<file path="config.mk">
export PLATFORM = sky130hd
export DESIGN_NAME = flash_err_guard
export DESIGN_NICKNAME = d
export VERILOG_FILES = /design/src/rtl/fg_pkg.sv /design/src/rtl/fg_trigger.sv /design/src/rtl/fg_err_state.sv /design/src/rtl/fg_regs.sv /design/src/rtl/flash_err_guard.sv
export SDC_FILE = /design/constraint.sdc
export NUM_CORES = 1
export LEC_CHECK = 0
export BUFFER_PORTS_ARGS = -buffer_cell sky130_fd_sc_hd__buf_2
export CAP_MARGIN = 20
export CORE_UTILIZATION = 49
export DETAILED_ROUTE_END_ITERATION = 8
export HOLD_SLACK_MARGIN = 0.08
export PLACE_DENSITY_LB_ADDON = 0.1
export SETUP_SLACK_MARGIN = 0.05
export SLEW_MARGIN = 30
export SYNTH_ARGS = -nofsm -noshare
export SYNTH_HDL_FRONTEND = slang
export SYNTH_SLANG_ARGS = --single-unit
</file>
<file path="constraint.sdc">
create_clock -name clk -period 1.6 [get_ports clk]
set_clock_uncertainty 0.05 [all_clocks]
set_input_delay 0.08 -clock clk [delete_from_list [all_inputs] [get_ports clk]]
set_output_delay 0.08 -clock clk [all_outputs]
set_load 0.01 [all_outputs]
</file>
<file path="src/rtl/fg_pkg.sv">
package fg_pkg;
  localparam int CTL_PROG  = 0;
  localparam int CTL_ERASE = 1;
  localparam int CTL_PVFY  = 2;
  localparam int CTL_EVFY  = 3;
endpackage

</file>
<file path="src/rtl/fg_trigger.sv">
module fg_trigger (
  input  logic prog_bit,
  input  logic erase_bit,
  input  logic ev_read,
  input  logic ev_exc,
  input  logic ev_sleep,
  input  logic ev_busrel,
  output logic active,
  output logic trig
);
  logic any_ev;

  always_comb begin
    active = prog_bit | erase_bit;
    any_ev = ev_read | ev_exc | ev_sleep | ev_busrel;
    trig   = active & any_ev;
  end
endmodule

</file>
<file path="src/rtl/fg_err_state.sv">
module fg_err_state (
  input  logic clk,
  input  logic rst_n,
  input  logic hw_clr,
  input  logic trig,
  output logic err
);
  logic err_nxt;
  logic err_ld;

  always_comb begin
    err_nxt = err;
    err_ld  = 1'b0;
    if (hw_clr) begin
      err_nxt = 1'b0;
      err_ld  = 1'b1;
    end else if (trig && !err) begin
      err_nxt = 1'b1;
      err_ld  = 1'b1;
    end
  end

  always_ff @(posedge clk or negedge rst_n) begin
    if (!rst_n)      err <= 1'b0;
    else if (err_ld) err <= err_nxt;
  end

  a_r2_latch: assert property (@(posedge clk) disable iff (!rst_n)
    trig && !hw_clr |=> err);
  a_r10_sticky: assert property (@(posedge clk) disable iff (!rst_n)
    err && !hw_clr |=> err);
  a_r10_clear: assert property (@(posedge clk) disable iff (!rst_n)
    hw_clr |=> !err);
  a_r3_quiet: assert property (@(posedge clk) disable iff (!rst_n)
    !err && !trig |=> !err);
endmodule

</file>
<file path="src/rtl/fg_regs.sv">
module fg_regs #(
  parameter int DW      = 8,
  parameter int NUM_BLK = 2,
  parameter int SEL_W   = 2
) (
  input  logic                  clk,
  input  logic                  rst_n,
  input  logic                  hw_clr,
  input  logic                  sw_wipe,
  input  logic                  err,
  input  logic                  wr_en,
  input  logic [SEL_W-1:0]      wr_sel,
  input  logic [DW-1:0]         wr_data,
  output logic [DW-1:0]         ctl_q,
  output logic [NUM_BLK*DW-1:0] blk_q
);
  import fg_pkg::*;

  logic          wipe;
  logic [DW-1:0] ctl_nxt;
  logic          ctl_ld;

  assign wipe = hw_clr | sw_wipe;

  always_comb begin
    ctl_nxt = ctl_q;
    ctl_ld  = 1'b0;
    if (wipe) begin
      ctl_nxt = '0;
      ctl_ld  = 1'b1;
    end else if (wr_en && wr_sel == SEL_W'(0)) begin
      ctl_nxt = wr_data;
      ctl_ld  = 1'b1;
      if (err) begin
        ctl_nxt[CTL_PROG]  = wr_data[CTL_PROG]  & ctl_q[CTL_PROG];
        ctl_nxt[CTL_ERASE] = wr_data[CTL_ERASE] & ctl_q[CTL_ERASE];
      end
    end
  end

  always_ff @(posedge clk or negedge rst_n) begin
    if (!rst_n)      ctl_q <= '0;
    else if (ctl_ld) ctl_q <= ctl_nxt;
  end

  for (genvar gi = 0; gi < NUM_BLK; gi++) begin : g_blk
    logic [DW-1:0] b_q;
    logic [DW-1:0] b_nxt;
    logic          b_ld;

    always_comb begin
      b_nxt = b_q;
      b_ld  = 1'b0;
      if (wipe) begin
        b_nxt = '0;
        b_ld  = 1'b1;
      end else if (wr_en && wr_sel == SEL_W'(gi + 1)) begin
        b_nxt = wr_data;
        b_ld  = 1'b1;
      end
    end

    always_ff @(posedge clk or negedge rst_n) begin
      if (!rst_n)    b_q <= '0;
      else if (b_ld) b_q <= b_nxt;
    end

    assign blk_q[gi*DW +: DW] = b_q;

    a_r9_blk_wipe: assert property (@(posedge clk) disable iff (!rst_n)
      sw_wipe |=> b_q == '0);
  end

  a_r7_no_prog_set: assert property (@(posedge clk) disable iff (!rst_n)
    err && !ctl_q[CTL_PROG] |=> !ctl_q[CTL_PROG]);
  a_r7_no_erase_set: assert property (@(posedge clk) disable iff (!rst_n)
    err && !ctl_q[CTL_ERASE] |=> !ctl_q[CTL_ERASE]);
  a_r9_ctl_wipe: assert property (@(posedge clk) disable iff (!rst_n)
    sw_wipe |=> ctl_q == '0);
  a_r6_hold: assert property (@(posedge clk) disable iff (!rst_n)
    !wr_en && !wipe |=> $stable(ctl_q));
endmodule

</file>
<file path="src/rtl/flash_err_guard.sv">
module flash_err_guard #(
  parameter int DW      = 8,
  parameter int NUM_BLK = 2
) (
  input  logic                  clk,
  input  logic                  rst_n,
  input  logic                  wdt_rst,
  input  logic                  hw_stby,
  input  logic                  sw_stby,
  input  logic                  wr_en,
  input  logic [1:0]            wr_sel,
  input  logic [DW-1:0]         wr_data,
  input  logic                  ev_read,
  input  logic                  ev_exc,
  input  logic                  ev_sleep,
  input  logic                  ev_busrel,
  input  logic                  ev_nmi,
  output logic                  err_flag,
  output logic                  abort,
  output logic                  prog_en,
  output logic                  erase_en,
  output logic [DW-1:0]         ctl_q,
  output logic [NUM_BLK*DW-1:0] blk_q
);
  import fg_pkg::*;

  localparam int SEL_W = 2;

  logic [1:0] rst_sync;
  logic       rst_i;
  logic       hw_clr;
  logic       sleep_any;
  logic       active;
  logic       trig;
  logic       err;
  logic       sw_wipe;

  always_ff @(posedge clk or negedge rst_n) begin
    if (!rst_n) rst_sync <= 2'b00;
    else        rst_sync <= {rst_sync[0], 1'b1};
  end
  assign rst_i = rst_sync[1];

  assign hw_clr    = wdt_rst | hw_stby;
  assign sleep_any = ev_sleep | sw_stby;

  fg_trigger u_trig (
    .prog_bit  (ctl_q[CTL_PROG]),
    .erase_bit (ctl_q[CTL_ERASE]),
    .ev_read   (ev_read),
    .ev_exc    (ev_exc),
    .ev_sleep  (sleep_any),
    .ev_busrel (ev_busrel),
    .active    (active),
    .trig      (trig)
  );

  fg_err_state u_err (
    .clk    (clk),
    .rst_n  (rst_i),
    .hw_clr (hw_clr),
    .trig   (trig),
    .err    (err)
  );

  assign sw_wipe = sw_stby & err;

  fg_regs #(.DW(DW), .NUM_BLK(NUM_BLK), .SEL_W(SEL_W)) u_regs (
    .clk     (clk),
    .rst_n   (rst_i),
    .hw_clr  (hw_clr),
    .sw_wipe (sw_wipe),
    .err     (err),
    .wr_en   (wr_en),
    .wr_sel  (wr_sel),
    .wr_data (wr_data),
    .ctl_q   (ctl_q),
    .blk_q   (blk_q)
  );

  assign err_flag = err;
  assign abort    = err;
  assign prog_en  = ctl_q[CTL_PROG]  & ~err;
  assign erase_en = ctl_q[CTL_ERASE] & ~err;

  a_r4_nmi_ignored: assert property (@(posedge clk) disable iff (!rst_i)
    ev_nmi && !err && !(active && (ev_read || ev_exc || sleep_any || ev_busrel))
    |=> !err_flag);
  a_r5_abort_on_trig: assert property (@(posedge clk) disable iff (!rst_i)
    trig && !hw_clr |=> abort && !prog_en && !erase_en);
  a_r3_idle_events: assert property (@(posedge clk) disable iff (!rst_i)
    !active && !err |=> !err_flag);
  a_r9_sws_latch: assert property (@(posedge clk) disable iff (!rst_i)
    sw_stby && active && !hw_clr |=> err_flag);
endmodule

</file>
# [Word level (Yosys, flattened, before mapping)]
# Cells that the tools add are included.
[word_totals] regBits=27 input_bits=21 out_inout_bits=28 wordCells=52
[classes] eq_ne=2 muxes=17 n_bitwise=14 n_reduce_logical=14
[ops] op="8-bit two-way mux" count=6
[ops] op="1-bit two-way mux" count=10
[ops] op="2-bit AND reduction" count=4
[ops] op="2-bit nonzero test" count=4
[ops] op="1-bit bitwise OR" count=7
[ops] op="1-bit AND" count=6
[ops] op="1-bit logical AND" count=4
[ops] op="2-bit by 1-bit == test with 1-bit output, second input constant" count=1
[ops] op="2-bit == test, second input constant" count=1
[ops] op="2-bit zero test" count=1
[ops] op="2-bit two-way mux" count=1
[ops] op="1-bit zero test" count=1
[ops] op="1-bit NOT" count=1

# [Longest topological paths before layout]
# Gate-level depths: netlist of run 1.
[depth] ltp_word=8 ltp_mapped=4 depth_no_buf=3

# [Modules after synthesis]
# From an unflattened synthesis of run 1, not the netlist that was laid out.
[unflattened] cells_unflattened=105 hier_area_um2=1361.3
[modules_own_cells] module="fg_regs" n_inst=1 cells_each=92 area_each_um2=1214.9 seq_area_each_um2=600.6
[modules_own_cells] module="flash_err_guard" n_inst=1 cells_each=9 area_each_um2=93.8 seq_area_each_um2=50.0
[modules_own_cells] module="fg_err_state" n_inst=1 cells_each=2 area_each_um2=35.0 seq_area_each_um2=25.0
[modules_own_cells] module="fg_trigger" n_inst=1 cells_each=2 area_each_um2=17.5 seq_area_each_um2=0.0

# [Worst setup path after synthesis of run 1]
# No wires, ideal clock.
[synth_path] path_type="register to register" from="register u_err.err" to="register u_regs.ctl_q[3]" arrival_ps=1073 t_required_ps=1473 setup_slack_ps=399 path_stages_with_launch=4 n_path_buf=1 period_less_slack_ps=1201 path_cell_list="dfrtp_1 a211o_1 buf_2 a21oi_1"
[synth_via] elab_chain_len=4 word_cells_on_any_way=6
[synth_lines] item="start: declaration" line="fg_err_state.sv:6" source="output logic err"
[synth_lines] item="start signal: assignment" line="fg_err_state.sv:25" source="else if (err_ld) err <= err_nxt;"
[synth_lines] item="1-bit AND *" line="flash_err_guard.sv:66" source="assign sw_wipe = sw_stby & err;"
[synth_lines] item="1-bit bitwise OR *" line="fg_regs.sv:23" source="assign wipe = hw_clr | sw_wipe;"
[synth_lines] item="2-bit nonzero test (no source line) or 1-bit two-way mux (tied branches)"
[synth_lines] item="2-bit AND reduction (no source line)"
[synth_lines] item="end signal: assignment" line="fg_regs.sv:43" source="else if (ctl_ld) ctl_q <= ctl_nxt;"
[synth_lines] item="end: declaration" line="fg_regs.sv:14" source="output logic [DW-1:0] ctl_q,"
# Mark *: on every way between the ends. The rest lies on a longest branch, timed or not.
# A chain may end at the register's enable or synchronous reset.

# [Worst setup path after layout of run 1]
[layout_path] from="input sw_stby" to="register u_err.err"
[layout_via] elab_chain_len=8 word_cells_on_any_way=9
[layout_lines] item="start: declaration" line="flash_err_guard.sv:9" source="input logic sw_stby,"
[layout_lines] item="1-bit bitwise OR *" line="flash_err_guard.sv:45" source="assign sleep_any = ev_sleep | sw_stby;"
[layout_lines] item="1-bit bitwise OR * (2 in a row)" line="fg_trigger.sv:15" source="any_ev = ev_read | ev_exc | ev_sleep | ev_busrel;"
[layout_lines] item="1-bit AND *" line="fg_trigger.sv:16" source="trig = active & any_ev;"
[layout_lines] item="1-bit logical AND *" line="fg_err_state.sv:17" source="end else if (trig && !err) begin"
[layout_lines] item="1-bit two-way mux" line="fg_err_state.sv:17"
[layout_lines] item="1-bit two-way mux" line="fg_err_state.sv:14" source="if (hw_clr) begin"
[layout_lines] item="2-bit AND reduction (no source line) *"
# Marked as above.

==> metrics.yaml, run 1 <==
start_util: 0.520
io_pins: 49
reg2reg_from: "u_err.err$_DFFE_PN0P_"
cts_max_level: 1
synth_mux_area_frac: 0.139
yosys.area.top_type_share: 0.587
clock-sinks: 27
crit_path_end_kind: "flip-flop"
path_cells: "dlygate4sd3_1, buf_2, or4_1, nor3_1, nor4_1"
max-slew-margin-rel: 0.547
wire_per_inst_um: 13.9
remaining_drc_errors: 0
critPathSlowestCell: "dlygate4sd3_1"
port_buffers: 47
clock_path_buffers: 2
ys_types: 20
finalHoldViolations: 0
yosys.area_share.adder: 0
routed_wl_um: 2710
syn-num-nets: 122
critPathLaunchType: "primary input"
cts_tree: "yes"
netlist_area_um2: 1150
tightest_slew_ps: 679
cp_max_fo: 3
dr.pass1.iters: 4
synthCells: 101
power_uw: 1140
synth_compound_area_frac: 0.0598
drive_gt1_frac: 0.329
grt_max_degree: 26
max_stage_delay_ps: 560
num_vias: 978
fin_tns_setup_ps: 0
cts_resized: 0
cts_made_buffers: 3
synth_xor_area_frac: 0
peakVddDrop_uv: 638
gp_congestion: 0.743
synthTopCellsByArea: "dfrtp_1 (59%), mux2i_1 (14%), nor2_1 (5.2%)"
drtIter0Drc: 11
critPathRequiredTime_ps: 1760
grt_overflow_total: 0
yosys.area_share.simple: 0.164
vias_per_cell: 5.02
reg2reg_depth: 2
netlist.top_cell.by_area: "dfrtp_1"
hp-class: "reg -> async"
die_h_um: 50.5
grt_pass1_wl_um: 4430
slew_violations: 0
synth_top_family_by_area: "simple AND/OR/NAND/NOR gates"
areaGrowthSynthToFinish_pct: 40.4
rows: 17
crit_arrival_ps: 1580
regToRegSetupSlack_ps: 310
timing.fmax_mhz: 706
num-nets-final: 189
die_w_um: 50.5
period_needed_ps: 1420
crit_buf_inv: 2
p_per_area_nw_per_um2: 702
path_clk_slew_ps: 140
final_cells: 195
die_area_um2: 2550
rsz0062_at_grt: "no"
hpwl_um: 1740
r2r-end: "u_regs.ctl_q[4]$_DFFE_PN0P_"
period_share: 0.886
root_buffer: "clkbuf_4"
grt_pass1_vias: 941
grt_usage: 0.242
seq_area_frac_synth: 0.587
avgSynthCellArea_um2: 11.4
setup_viol: 0
antenna_cells: 0
ys_warn_count: 0
setup_slack_ps: 183
status: "completed"
fp.coreArea_um2: 2210
ant_nets: 0
crit_family: "simple AND/OR/NAND/NOR gates"
antenna_found_initial: 0
leakagePower_uw: 0.000906
maxCapViolCount: 0
post-place-ws_ps: 329
critical_path_class: "in -> reg"
ys_ff_latch: 27
post-place-cells: 171
insertion_delay_ps: 310
## cells in the final DEF, fill, tap and decap left out, types with 2 or more instances in the layout
cell type       n
a21oi_1         6
buf_2          47
buf_4           3
clkbuf_4        3
dfrtp_1        27
dlygate4sd3_1  20
mux2i_1        16
nand2_1        12
nand3b_1        2
nor2_1         16
nor2b_1         2
nor3_1          2
o221a_1         2
## what timing repair did
action / CTS / global route
buffers inserted: 0 / 0
hold buffers: 20 / 0
endpoints found under the hold margin: 27 / 0
## registers in the layout, indices dropped and copies added (netlist names)
signal / flops
u_err.err: 1
rst_sync: 2
u_regs.ctl_q: 8
u_regs.g_blk.b_q: 16
## synth_stat cells (all sizes together)
cell type,number
nor4,1
nand3b,2
dfrtp,27
a211oi,1
or3b,1
nor3b,1
nand2,12
nor2b,2
nor2,17
mux2i,16
nor3,2
conb,1
or4,1
buf,8
a21oi,6
a211o,1
o221a,2
## where the power goes
part	internal (µW)	total (µW)	switching, µW
Combinational	76.7	155	78.2
Clock	97.3	281	184
Sequential	694	700	5.92
## stage by stage
step | cell area (µm²) | util | hold slack (ps)
detailed placement | 1390 | 0.628 | -185
CTS | 1620 | 0.731 | 181
floorplan | 1150 | - | -266
global placement | 1390 | 0.628 | -185
global route | 1620 | 0.731 | 227
finish | 1620 | 0.731 | 180
## layer usage
layer / up-vias / part of all wire / track usage / wire (µm)
met5: - / 0 / 0 / 0
met2: 36 / 0.52 / 0.413 / 1410
met4: 0 / 0.027 / 0.111 / 72
met1: 463 / 0.41 / 0.300 / 1100
met3: 6 / 0.049 / 0.0394 / 132
li1: 473 / - / - / -
## cell type report
| cell class | count | area, µm² |
|---|---|---|
| Sequential cell | 27 | 676 |
| Fill cell | 176 | 596 |
| Multi-Input combinational cell | 66 | 422 |
| Clock buffer | 4 | 26.3 |
| Tap cell | 28 | 35.0 |
| Timing Repair Buffer | 70 | 458 |
## how the worst max path moves through the flow
stage,startpoint,end,cells after the start
2_1_floorplan,u_err.err$_DFFE_PN0P_,u_regs.ctl_q[3]$_DFFE_PN0P_,3
3_3_place_gp,u_err.err$_DFFE_PN0P_,u_regs.ctl_q[4]$_DFFE_PN0P_,2
3_5_place_dp,u_err.err$_DFFE_PN0P_,u_regs.ctl_q[4]$_DFFE_PN0P_,2
4_1_cts,hw_stby,u_regs.ctl_q[4]$_DFFE_PN0P_,4
5_1_grt,sw_stby,u_regs.ctl_q[3]$_DFFE_PN0P_,4
6_report,sw_stby,u_err.err$_DFFE_PN0P_,5
## cells by family after synthesis
kind of cell / Yosys count
other: 1
AOI/OAI and AO/OA: 10
buffers and inverters: 8
muxes: 16
and+or+nand+nor: 39
DFF: 27
Power figures use the tool's default switching activity.
==> run 2, diff against run 1 <==
- ABC_AREA: not set -> 1
- CORE_UTILIZATION: 49 -> 51
==> metrics.yaml, run 2 <==
netlist.top_cell.by_area: "dfrtp_1"
rsz0062_at_grt: "no"
period_share: 0.877  # -0.00836
netlist_area_um2: 1260  # +9.6%
start_util: 0.554  # +0.0338
ys.flop_type: "dfrtp_1"
p_sw_uw: 364  # +36%
peakVddDrop_uv: 645  # +1.1%
antenna_cells: 0  # unchanged
avgSynthCellArea_um2: 8.41  # -26%
insertion_delay_ps: 330  # +20 ps
post_cts_buffers: 0  # unchanged
slew_violations: 0  # unchanged
finalHoldViolations: 0  # unchanged
fp.coreArea_um2: 2280  # +2.9%
crit_arrival_ps: 1620  # +40 ps
dr.pass1.iters: 4  # unchanged
p_int_uw: 911  # +5.0%
path_cells: "dlygate4sd3_1, buf_2, nor2_2, dlygate4sd3_1, inv_1, a21oi_1"
p_clk_frac: 0.239  # -0.008
grt_max_degree: 26  # unchanged
remaining_drc_errors: 0  # unchanged
hpwl_um: 1940  # +11%
die_area_um2: 2680  # +5.1%
areaGrowthSynthToFinish_pct: 32.5
yosys.area.top_type_share: 0.536  # -0.0512
synth_edf_count: 0  # unchanged
ys_types: 18  # -10%
port_buffers: 47  # unchanged
cts_max_level: 1  # unchanged
leakagePower_uw: 0.00101  # +11%
gp_congestion: 0.807  # +8.5%
post-place-cells: 222  # +30%
largest_register_ffs: 16  # unchanged
ant_nets: 0  # unchanged
synthCells: 150  # +49%
yosys-top-cells-count: "nand2_1 (57), dfrtp_1 (27), nand3_1 (19)"
final_cells: 240  # +23%
cp_max_fo: 2  # -1
die_h_um: 51.7  # +2.5%
num_vias: 1180  # +21%
clock-sinks: 27  # unchanged
synthArstFlopShare: 1.00  # unchanged
largest-register: "u_regs.g_blk.b_q"
die_w_um: 51.7  # +2.5%
rows: 17  # unchanged
final_common_cell: "nand2_1"
critical_path_class: "in -> reg"
critPathRequiredTime_ps: 1810  # +50 ps
grt_overflow_total: 0  # unchanged
cts_tree: "yes"
seq_area_frac_synth: 0.536  # -0.0512
grt_pass1_vias: 1099  # +17%
cpMostUsedCell: "dlygate4sd3_1"
path_clk_slew_ps: 150  # about the same
ys_warn_count: 0  # unchanged
hp-class: "in -> reg"
wire_per_inst_um: 12.0  # -13%
synthTopCellsByArea: "dfrtp_1 (54%), nand2_1 (17%), nand3_1 (7.5%)"
synth_most_common_cell: "nand2_1"
cts_made_buffers: 3  # unchanged
syn-num-nets: 171  # +40%
clock_path_buffers: 2  # unchanged
whs_ps: 148  # -31.7 ps
max_stage_delay_ps: 580  # +20 ps
vias_per_cell: 4.92  # -2.0%
drive_gt1_frac: 0.297  # -0.0322
p_comb_frac: 0.183  # +0.047
antenna_found_initial: 0  # unchanged
period_needed_ps: 1400  # -13.4 ps
status: "completed"
p_per_area_nw_per_um2: 763  # +8.6%
grt_pass1_wl_um: 4770  # +7.6%
crit_path_end_kind: "flip-flop"
critPathSlowestCell: "dlygate4sd3_1"
ys_ff_latch: 27  # unchanged
critPathLaunchType: "primary input"
top_regs: "u_regs.g_blk.b_q: 16 flops, u_regs.ctl_q: 8 flops, rst_sync: 2 flops"
fin_tns_setup_ps: 0  # unchanged
mostFrequentLayoutCells: "nand2_1 (57), buf_2 (47), dfrtp_1 (27), nand3_1 (19)"
drtIter0Drc: 24  # +13
setup_viol: 0  # unchanged
maxCapViolCount: 0  # unchanged
io_pins: 49  # unchanged
num-nets-final: 234  # +24%
root_buffer: "clkbuf_4"
routed_wl_um: 2890  # +6.5%
netSwitchingFraction: 0.286  # +0.0498
grt_usage: 0.247  # +0.00434
timing.fmax_mhz: 712  # +0.95%
power_frac_seq: 0.579  # -0.037
==> run 2: cell count changes after synthesis, sizes merged, moves of 2 or more <==
cell / before / now
nand2: 12 / 62
nand3: 0 / 21
inv: 0 / 16
mux2i: 16 / 0
a21oi: 6 / 3
buf: 8 / 5
nor2: 17 / 14
nand3b: 2 / 0
nor2b: 2 / 0
nor3: 2 / 0
o221a: 2 / 0
==> run 2: worst max-delay path: cells and delay by family <==
kind,cells,cell delay [ps]
buf+inv,4,1290
simple gates,1,140
compound gates,1,110
==> run 2: logic make-up (layout without fill, tap and decap cells) <==
group,after synthesis,in the layout,synth area share
AO/OA/AOI/OAI,3,3,0.0119
buffers and inverters,22,84,0.0903
flip-flops,27,27,0.536
other,1,1,0.00297
AND/OR/NAND/NOR,97,97,0.359
==> run 2: layout make-up <==
| type | instances | area [µm²] |
|---|---|---|
| inverters | 17 | 68.8 |
| well taps | 28 | 35.0 |
| clock inverters | 1 | 7.51 |
| fillers | 187 | 604 |
| flip-flops and latches | 27 | 676 |
| multi-input cells | 101 | 472 |
| clock buffers | 3 | 22.5 |
| repair buffers | 63 | 390 |
==> run 2: final timing paths <==
kind,cells past startpoint,endpoint,start,slack (ps)
worst max-delay path,6,u_err.err$_DFFE_PN0P_,wdt_rst,200
worst min-delay path,5,u_regs.ctl_q[3]$_DFFE_PN0P_,wr_en,150
worst max register to register,7,u_regs.ctl_q[0]$_DFFE_PN0P_,u_err.err$_DFFE_PN0P_,220
worst min register to register,1,u_regs.g_blk[0].b_q[5]$_DFFE_PN0P_,rst_sync[1]$_DFF_PN0_,180
max in group asynchronous,3,rst_sync[0]$_DFF_PN0_,rst_n,850
min in group asynchronous,1,u_regs.g_blk[0].b_q[5]$_DFFE_PN0P_,rst_sync[1]$_DFF_PN0_,180
==> run 2: through the flow <==
stage	power, µW	util	cell area [µm²]	setup WS (ps)
floorplan	878	-	1260	414
global placement	952	0.659	1500	242
detailed placement	957	0.659	1500	203
CTS	1270	0.733	1670	180
global route	1340	0.734	1670	98.2
finish	1280	0.734	1670	196
==> run 2: metal layers <==
metal,vias up,GRT usage,wire length (µm)
met5,-,0,0
met4,0,0.0676,32
met3,5,0.0439,174
met2,44,0.437,1410
met1,548,0.308,1270
li1,583,-,-
==> run 2: power groups by stage <==
stage	Combinational, µW	Sequential (µW)	Clock [µW]
floorplan	104	774	0
global placement	203	749	0
detailed placement	206	751	0
CTS	232	738	305
global route	261	743	332
finish	233	738	304
==> run 2: what timing repair did <==
item,CTS,global route
endpoints found under the setup margin,0,2
hold buffers,14,0
gates resized for setup,0,1
hold endpoints to repair,25,0
==> run 3, diff against run 2 <==
- SETUP_SLACK_MARGIN: 0.05 -> 0.3
==> metrics.yaml, run 3 (same netlist as run 2, synthesis figures left out) <==
seqCellArea_um2: 677  # +0.19%
final_cells: 248  # +3.3%
maxCapViolCount: 0  # unchanged
peakVddDrop_uv: 650  # +0.75%
rsz0062_at_grt: "yes"
grt_pass1_wl_um: 4950  # +3.8%
fillers: 158  # -16%
post-place-cells: 222  # unchanged
path_cells: "dlygate4sd3_1, buf_2, nor2_4, nand2_4, clkinv_8, buf_12, nand2_8, nand2_1, nand2_1"
multiInputGateArea_um2: 497  # +5.3%
largest_register_ffs: 16  # unchanged
cts_max_level: 1  # unchanged
num_vias: 1225  # +3.8%
die_area_um2: 2680  # unchanged
p_sw_uw: 374  # +2.8%
io_pins: 49  # unchanged
cp_max_fo: 8  # +6
p_int_uw: 931  # +2.1%
p_clk_frac: 0.232  # -0.007
mostFrequentLayoutCells: "nand2_1 (57), buf_2 (47), dfrtp_1 (26), nand3_1 (19), dlygate4sd3_1 (16)"
areaGrowthSynthToFinish_pct: 41.0
drtIter0Drc: 32  # +33%
root_buffer: "clkbuf_4"
max_stage_delay_ps: 530  # -50 ps
p_per_area_nw_per_um2: 734  # -3.8%
antenna_found_initial: 0  # unchanged
cts_made_buffers: 3  # unchanged
p_comb_frac: 0.202  # +0.019
hp-class: "in -> reg"
ant_nets: 0  # unchanged
crit_cells: 9  # +3
leakagePower_uw: 0.00106  # +5.1%
reg2reg_depth: 6  # -1
critical_path_class: "in -> reg"
fin_tns_setup_ps: 0  # unchanged
wire_per_inst_um: 12.5  # +3.8%
vias_per_cell: 4.94  # +0.46%
period_share: 0.786  # -0.0914
grt_max_degree: 26  # unchanged
cpMostUsedCell: "nand2_1"
remaining_drc_errors: 0  # unchanged
clock_path_buffers: 2  # unchanged
timing.fmax_mhz: 795  # +12%
netSwitchingFraction: 0.287  # +0.00124
startpoint: "wdt_rst"
num-nets-final: 242  # +3.4%
critPathLaunchType: "primary input"
setup_viol: 0  # unchanged
reg2reg_from: "u_err.err$_DFFE_PN0P_"
insertion_delay_ps: 330  # about the same
final_common_cell: "nand2_1"
slew_violations: 0  # unchanged
status: "completed"
fp.coreArea_um2: 2280  # unchanged
grt_usage: 0.256  # +0.00899
critPathRequiredTime_ps: 1780  # -30 ps
power_frac_seq: 0.566  # -0.013
routed_wl_um: 3100  # +7.2%
cts_tree: "yes"
finalHoldViolations: 0  # unchanged
rows: 17  # unchanged
setup.worst_path.end: "u_regs.g_blk[0].b_q[2]$_DFFE_PN0P_"
start_util: 0.554  # unchanged
hpwl_um: 1940  # unchanged
top_regs: "u_regs.g_blk.b_q: 16 flops, u_regs.ctl_q: 8 flops, rst_sync: 2 flops"
crit_family: "buffers and inverters"
die_h_um: 51.7  # unchanged
period_needed_ps: 1260  # -146 ps
clock-sinks: 27  # unchanged
drive_gt1_frac: 0.318  # +0.0210
gp_congestion: 0.807  # unchanged
die_w_um: 51.7  # unchanged
crit_buf_inv: 4  # unchanged
antenna_cells: 0  # unchanged
regToRegSetupSlack_ps: 350  # +130 ps
grt_overflow_total: 0  # unchanged
r2r-end: "u_regs.g_blk[1].b_q[2]$_DFFE_PN0P_"
port_buffers: 47  # unchanged
crit_arrival_ps: 1440  # -180 ps
crit_path_end_kind: "flip-flop"
path_clk_slew_ps: 140  # about the same
critPathSlowestCell: "dlygate4sd3_1"
largest-register: "u_regs.g_blk.b_q"
dr.pass1.iters: 4  # unchanged
grt_pass1_vias: 1136  # +3.4%
run 3: cell count changes in the layout (fill, tap and decap cells not counted), sizes merged:
cell / delta
buf: +5
clkinv: +1
dlygate4sd3: +2
inv: -1
nand2: +1
run 3: worst min-delay path: cells and delay by family:
| kind | cells | cell delay, ps |
|---|---|---|
| simple gates | 3 | 170 |
| buf+inv | 1 | 120 |
| compound gates | 1 | 110 |
run 3: power by group through the flow:
stage	combinational, µW	sequential [µW]	clock, µW
after detailed placement	206	751	0
after CTS	249	738	305
final	264	739	302
after global placement	203	749	0
after global routing	292	743	332
after floorplan	104	774	0
run 3: how the worst min path moves through the flow:
stage                     cells after the start  slack [ps]                    end  startpoint
final                                         5         130  u_err.err$_DFFE_PN0P_     sw_stby
after global routing                          5         140  u_err.err$_DFFE_PN0P_     sw_stby
after CTS                                     5         110  u_err.err$_DFFE_PN0P_     sw_stby
after detailed placement                      1        -180  rst_sync[1]$_DFF_PN0_       rst_n
after global placement                        1        -190  rst_sync[1]$_DFF_PN0_       rst_n
after floorplan                               0        -270  rst_sync[0]$_DFF_PN0_       rst_n
run 3: timing repair:
item,CTS,global route
hold endpoints to repair,25,0
gates cloned,0,1
pin swaps,0,2
hold buffers,16,0
resized for setup,3,5
setup endpoints to repair,15,22
buffers inserted,3,2
run 3: per-stage QoR:
step	utilization	power (µW)	worst slack (ps)	hold slack, ps	area (µm²)
2_1_floorplan	-	878	414	-266	1260
5_1_grt	0.781	1370	292	145	1780
6_report	0.781	1300	343	135	1780
4_1_cts	0.760	1290	317	108	1730
3_5_place_dp	0.659	957	203	-185	1500
3_3_place_gp	0.659	952	242	-186	1500
run 3: final cells by class:
class | instances | area share
Multi-Input combinational cell | 102 | 0.279
Timing Repair Buffer | 70 | 0.259
Inverter | 17 | 0.0443
Tap cell | 28 | 0.0197
Sequential cell | 27 | 0.381
Clock inverter | 1 | 0.00422
Clock buffer | 3 | 0.0127
run 3: routing by layer:
metal	up-vias	wire length [µm]	global-route usage
met5	-	0	0
met4	0	12	0.0405
met3	2	227	0.0526
met2	53	1500	0.470
met1	574	1360	0.312
li1	596	-	-
